### src/rtl/sli_pkg.sv
// Shared constants for the scanline match interrupt controller.
// Assumes an 8-bit status byte and a 2-bit register address space.
package sli_pkg;
    localparam int REG_ADDR_W = 2;
    localparam logic [REG_ADDR_W-1:0] ADDR_TARGET = 2'd0;
    localparam logic [REG_ADDR_W-1:0] ADDR_ENABLE = 2'd1;
    localparam logic [REG_ADDR_W-1:0] ADDR_STATUS = 2'd2;
endpackage

### src/rtl/sli_cfg_regs.sv
// Configuration registers: target line and interrupt enable.
// Assumes LINE_W <= DATA_W; the enable is taken from the top data bit.
module sli_cfg_regs
    import sli_pkg::*;
#(
    parameter int LINE_W = 8,
    parameter int DATA_W = 8
) (
    input  logic                  clk,
    input  logic                  rst_n,
    input  logic                  wr_en,
    input  logic [REG_ADDR_W-1:0] wr_addr,
    input  logic [DATA_W-1:0]     wr_data,
    output logic [LINE_W-1:0]     target,
    output logic                  enable
);
    localparam int EN_BIT = DATA_W - 1;

    // Load target line or enable bit on a CPU write.
    always_ff @(posedge clk) begin
        if (!rst_n) begin
            target <= '0;
            enable <= 1'b0;
        end else if (wr_en) begin
            if (wr_addr == ADDR_TARGET) target <= wr_data[LINE_W-1:0];
            if (wr_addr == ADDR_ENABLE) enable <= wr_data[EN_BIT];
        end
    end
endmodule

### src/rtl/sli_status_unit.sv
// Status byte: line compare, pending flag, in-frame flag, read clear.
// Assumes a match only counts outside vertical blank; a match beats a clear.
module sli_status_unit #(
    parameter int LINE_W = 8,
    parameter int DATA_W = 8
) (
    input  logic              clk,
    input  logic              rst_n,
    input  logic              line_pulse,
    input  logic [LINE_W-1:0] line_num,
    input  logic              in_vblank,
    input  logic [LINE_W-1:0] target,
    input  logic              clr_pending,
    output logic [DATA_W-1:0] status
);
    localparam int PEND_BIT  = DATA_W - 1;
    localparam int FRAME_BIT = DATA_W - 2;

    logic hit;

    // Decide whether this strobe hits the programmed line.
    always_comb begin
        hit = line_pulse && !in_vblank && (line_num == target);
    end

    // Update the status byte: set on hit, otherwise track frame and clear.
    always_ff @(posedge clk) begin
        if (!rst_n) begin
            status <= '0;
        end else if (hit) begin
            status <= '1;
        end else begin
            if (in_vblank)       status[FRAME_BIT] <= 1'b0;
            else if (line_pulse) status[FRAME_BIT] <= 1'b1;
            if (clr_pending)     status[PEND_BIT]  <= 1'b0;
        end
    end
endmodule

### src/rtl/sli_irq_merge.sv
// Latches the audio request and merges it with the scanline interrupt.
// Assumes all inputs are registered state, so the output is glitch free.
module sli_irq_merge (
    input  logic clk,
    input  logic rst_n,
    input  logic aud_req,
    input  logic pending,
    input  logic enable,
    output logic aud_flag,
    output logic irq
);
    // Capture the audio request level each cycle.
    always_ff @(posedge clk) begin
        if (!rst_n) aud_flag <= 1'b0;
        else        aud_flag <= aud_req;
    end

    // Form the merged level interrupt.
    always_comb begin
        irq = (pending && enable) || aud_flag;
    end
endmodule

### src/rtl/scanline_irq_ctrl.sv
// Top: scanline match interrupt controller with a CPU register port,
// a side-effect-free debug view of status, and an audio interrupt merge.
// Assumes single-cycle rd_en / wr_en strobes and synchronous reset.
module scanline_irq_ctrl
    import sli_pkg::*;
#(
    parameter int LINE_W = 8,
    parameter int DATA_W = 8
) (
    input  logic                  clk,
    input  logic                  rst_n,
    input  logic                  line_pulse,
    input  logic [LINE_W-1:0]     line_num,
    input  logic                  in_vblank,
    input  logic                  wr_en,
    input  logic [REG_ADDR_W-1:0] wr_addr,
    input  logic [DATA_W-1:0]     wr_data,
    input  logic                  rd_en,
    input  logic [REG_ADDR_W-1:0] rd_addr,
    output logic [DATA_W-1:0]     rd_data,
    output logic [DATA_W-1:0]     dbg_status,
    input  logic                  aud_irq_in,
    output logic                  irq_out
);
    localparam int PEND_BIT = DATA_W - 1;

    logic [LINE_W-1:0] target_q;
    logic              enable_q;
    logic [DATA_W-1:0] status_q;
    logic              aud_flag_q;
    logic              clr_pending;

    // A status read strobe clears the pending bit at the next edge.
    always_comb begin
        clr_pending = rd_en && (rd_addr == ADDR_STATUS);
    end

    sli_cfg_regs #(.LINE_W(LINE_W), .DATA_W(DATA_W)) u_cfg (
        .clk     (clk),
        .rst_n   (rst_n),
        .wr_en   (wr_en),
        .wr_addr (wr_addr),
        .wr_data (wr_data),
        .target  (target_q),
        .enable  (enable_q)
    );

    sli_status_unit #(.LINE_W(LINE_W), .DATA_W(DATA_W)) u_stat (
        .clk         (clk),
        .rst_n       (rst_n),
        .line_pulse  (line_pulse),
        .line_num    (line_num),
        .in_vblank   (in_vblank),
        .target      (target_q),
        .clr_pending (clr_pending),
        .status      (status_q)
    );

    sli_irq_merge u_irq (
        .clk      (clk),
        .rst_n    (rst_n),
        .aud_req  (aud_irq_in),
        .pending  (status_q[PEND_BIT]),
        .enable   (enable_q),
        .aud_flag (aud_flag_q),
        .irq      (irq_out)
    );

    // Read multiplexer: returns pre-edge register values.
    always_comb begin
        rd_data = '0;
        if (rd_en) begin
            case (rd_addr)
                ADDR_TARGET: rd_data[LINE_W-1:0] = target_q;
                ADDR_ENABLE: rd_data[PEND_BIT]   = enable_q;
                ADDR_STATUS: rd_data             = status_q;
                default:     rd_data             = '0;
            endcase
        end
    end

    // Debug view of status without side effects.
    always_comb begin
        dbg_status = status_q;
    end
endmodule

### config.mk
export PLATFORM = sky130hd
export DESIGN_NAME = scanline_irq_ctrl
export DESIGN_NICKNAME = d
export VERILOG_FILES = /design/src/rtl/sli_pkg.sv /design/src/rtl/sli_cfg_regs.sv /design/src/rtl/sli_status_unit.sv /design/src/rtl/sli_irq_merge.sv /design/src/rtl/scanline_irq_ctrl.sv
export SDC_FILE = /design/constraint.sdc
export NUM_CORES = 1
export LEC_CHECK = 0
export CAP_MARGIN = 20
export CORE_MARGIN = 3
export CORE_UTILIZATION = 36
export DETAILED_ROUTE_END_ITERATION = 8
export GPL_TIMING_DRIVEN = 0
export HOLD_SLACK_MARGIN = 0.12
export PLACE_DENSITY = 0.75
export SYNTH_ARGS = -nofsm -noshare
export SYNTH_HDL_FRONTEND = slang
export SYNTH_SLANG_ARGS = --single-unit
### constraint.sdc
create_clock -name clk -period 1.37 [get_ports clk]
set_clock_uncertainty 0.1 [all_clocks]
set_input_delay 0.274 -clock clk [delete_from_list [all_inputs] [get_ports clk]]
set_output_delay 0.274 -clock clk [all_outputs]
set_load 0.005 [all_outputs]
==> flow_metrics.py, run 1 <==
metrics = {
    "status": {
        "status": "finished, violations left",
        "violations": "setup timing",
    },
    "setup_path": {
        "cp-start-kind": "flip-flop",
        "reg2reg_from": "u_cfg.target[7]",
        "critPathKind": "reg2out",
        "worstPathArrival_ps": 1090,
        "slowest_stage": "dfxtp_2",
        "rr_worst_depth": 4,
        "rrSetupSlack_ps": 150,
        "worstPathRequired_ps": 1000,
        "end_kind": "output pin",
        "r2r_end": "u_stat.status[0]",
        "cpPeakStageDelay_ps": 330,
        "crit_path_max_fanout": 2,
        "worstPathCellList": "mux2i_1 > o22ai_1 > and2_1 > buf_2",
    },
    "global_route": {
        "grt_overflow": 0,
        "track_usage": 0.163,
        "grt_pass1_vias": 697,
        "grt_pass1_wl_um": 3150,
        "grt_max_degree": 11,
        "grt_antenna_before_repair": 0,
    },
    "placement": {
        "dpl_cell_area_mm2": 0.00120,
        "port_buffers": 43,
        "placed_cells": 150,
        "hpwl_um": 1560,
        "globalplace.congestion": 0.747,
        "place_ws_ps": -808,
    },
    "cts": {
        "cts_max_level": 1,
        "cts_sinks": 13,
        "cts-buffers-inserted": 3,
        "cts_tree": "yes",
        "path_clk_slew_ps": 80,
        "cts_hold_buf": 0,
        "clock_latency_ps": 290,
        "cts_max_path_buffers": 2,
        "root_buffer": "clkbuf_4",
    },
    "floorplanning": {
        "chipWidth_um": 51.3,
        "num_rows": 15,
        "die_area_mm2": 0.00263,
        "core_mm2": 0.00182,
        "initial_utilization": 0.405,
        "die_y_um": 51.3,
        "top_level_ports": 44,
    },
    "layout": {
        "final_area_mm2": 0.00129,
        "stdcell_count": 157,
        "fin_util": 0.709,
        "fin_nets": 160,
        "multi_input_area_um2": 464,
        "drive_gt1_frac": 0.364,
        "seq_area_um2": 272,
        "area_growth_pct": 74.7,
        "antenna_cells": 0,
        "nFillCells": 161,
    },
    "power_and_ir_drop": {
        "power_density_mw_per_mm2": 637,
        "irDropWorstVdd_v": 0.000633,
        "p_leak_uw": 0.000512,
    },
    "sta": {
        "hold_viol": 0,
        "worst_slew_pin_slew_ps": 364,
        "period_share": 1.07,
        "setup_ws_ps": -90.5,
        "setup_viol": 7,
        "rsz0062_at_grt": "true",
        "fin_crit_ps": 1460,
        "slew_viol_final": 0,
        "finalSetupTns_ps": -560,
        "relSlewSlack": 0.758,
        "max_freq_mhz": 685,
    },
    "min_path": {
        "hold_end": "u_stat.status[7]",
        "hp-class": "in2reg",
        "whs_path_depth": 4,
        "min_from": "rd_addr[1]",
    },
    "synth": {
        "synthCells": 82,
        "ys_seq_area_frac": 0.353,
        "syn_nets": 109,
        "synth.distinct_cells": 23,
        "avgSynthCellArea_um2": 9.00,
        "synth_area_um2": 738,
        "synth_seq_cells": 13,
        "yosysWarnings": 0,
    },
    "routing": {
        "drt_iter0_drc": 3,
        "drc_errors": 0,
        "drtPass1Iterations": 4,
        "ant_nets": 0,
        "wl_per_cell_um": 13.3,
        "wirelength_um": 2090,
        "viasPerCell": 4.75,
        "vias": 745,
    },
    "run": {
        "drv_cap": 0,
    },
}
[critical path, delay by kind of cell (launching register included)]
family          cells  cell delay [ps]
mux                 1              130
flops               1              330
compound gates      1               80
simple gates        1              140
buf+inv             1              120
[kinds of logic after synthesis]
logic type / after synthesis / share of synthesized area
compound gates: 11 / 0.0898
xor+xnor: 8 / 0.0949
buf+inv: 10 / 0.0915
flops: 13 / 0.353
mux: 11 / 0.149
simple gates: 29 / 0.222
[final cells by class]
| type | count | area share |
|---|---|---|
| buffer | 8 | 0.0611 |
| tap | 25 | 0.0242 |
| clock buffer | 4 | 0.0204 |
| timing repair buffer | 47 | 0.321 |
| sequential | 13 | 0.210 |
| multi-input combinational | 59 | 0.360 |
| inverter | 1 | 0.00291 |
[state kept, by name, indices dropped and copies added, names as in the netlist]
signal / flops
u_cfg.target: 8
u_stat.status: 3
u_cfg.enable: 1
u_irq.aud_flag: 1
[per-layer routing]
| metal | GRT usage | share of wire | vias up |
|---|---|---|---|
| met5 | 0 | 0 | - |
| met4 | 0.105 | 0.023 | 0 |
| met3 | 0.0379 | 0.074 | 4 |
| met2 | 0.281 | 0.51 | 28 |
| met1 | 0.178 | 0.39 | 339 |
| li1 | - | - | 374 |
[stage by stage]
| stage | hold WS [ps] | total power (uW) |
|---|---|---|
| after floorplan | 250 | 472 |
| after global placement | 400 | 575 |
| after detailed placement | 425 | 578 |
| after CTS | 390 | 822 |
| after global routing | 434 | 859 |
| final | 403 | 821 |
[report_power, final]
part	switching [uW]	internal [uW]
Combinational	61.7	110
Sequential	9.58	389
Clock	138	113
[Yosys cell counts (all sizes together)]
cell | count | share of area
o31ai | 2 | 0.020
nand4 | 1 | 0.0085
nand3 | 1 | 0.0068
nand2b | 1 | 0.0085
and2 | 2 | 0.017
o22ai | 1 | 0.0085
clkbuf | 2 | 0.010
nand3b | 1 | 0.010
buf | 7 | 0.076
a21o | 1 | 0.010
dfxtp | 13 | 0.35
nor3b | 2 | 0.027
nor2 | 2 | 0.010
inv | 1 | 0.0051
mux2i | 11 | 0.15
a21oi | 6 | 0.041
xnor2 | 8 | 0.095
nand2 | 9 | 0.046
o211ai | 1 | 0.010
nand4b | 1 | 0.012
nor2b | 9 | 0.076
[cell usage in the layout, fill, tap and decap left out, drive strengths merged]
cell | synthesis | routed
o211ai | 1 | 1
nand3 | 1 | 1
nor2b | 9 | 9
dfxtp | 13 | 13
o22ai | 1 | 1
nor2 | 2 | 2
mux2i | 11 | 11
o31ai | 2 | 2
clkbuf | 2 | 6
nand2b | 1 | 1
a21o | 1 | 1
nand2 | 9 | 9
xnor2 | 8 | 8
a21oi | 6 | 6
and2 | 2 | 2
nand3b | 1 | 1
dlygate4sd2 | 0 | 3
clkdlybuf4s50 | 0 | 23
nor3b | 2 | 2
inv | 1 | 1
buf | 7 | 27
nand4 | 1 | 1
nand4b | 1 | 1
[worst max-delay path by stage]
stage,slack (ps),from,to,depth (start not counted)
final,-90,u_stat.status[7],rd_data[7],4
after floorplan,250,u_stat.status[0],rd_data[0],2
after global routing,-140,u_stat.status[7],rd_data[7],4
after detailed placement,-810,rd_addr[1],rd_data[3],5
after global placement,-790,rd_addr[1],rd_data[3],5
after CTS,-100,u_stat.status[0],rd_data[3],4
[timing repair]
action,in CTS,in global routing
gates cloned,0,0
gates resized for setup,98,6
endpoints found under the setup margin,17,15
pin swaps,7,4
buffers inserted,4,0
No activity file was read; power rests on OpenSTA's default activity.
==> run 2, diff against run 1 <==
--- a/config.mk
+++ b/config.mk
@@ -8,6 +8,7 @@
 export CAP_MARGIN = 20
 export CORE_MARGIN = 3
 export CORE_UTILIZATION = 36
+export CTS_CLUSTER_DIAMETER = 150
 export DETAILED_ROUTE_END_ITERATION = 8
 export GPL_TIMING_DRIVEN = 0
 export HOLD_SLACK_MARGIN = 0.12
==> results of run 2 <==
The final DEF is identical to that of run 1; final timing and power are the same.
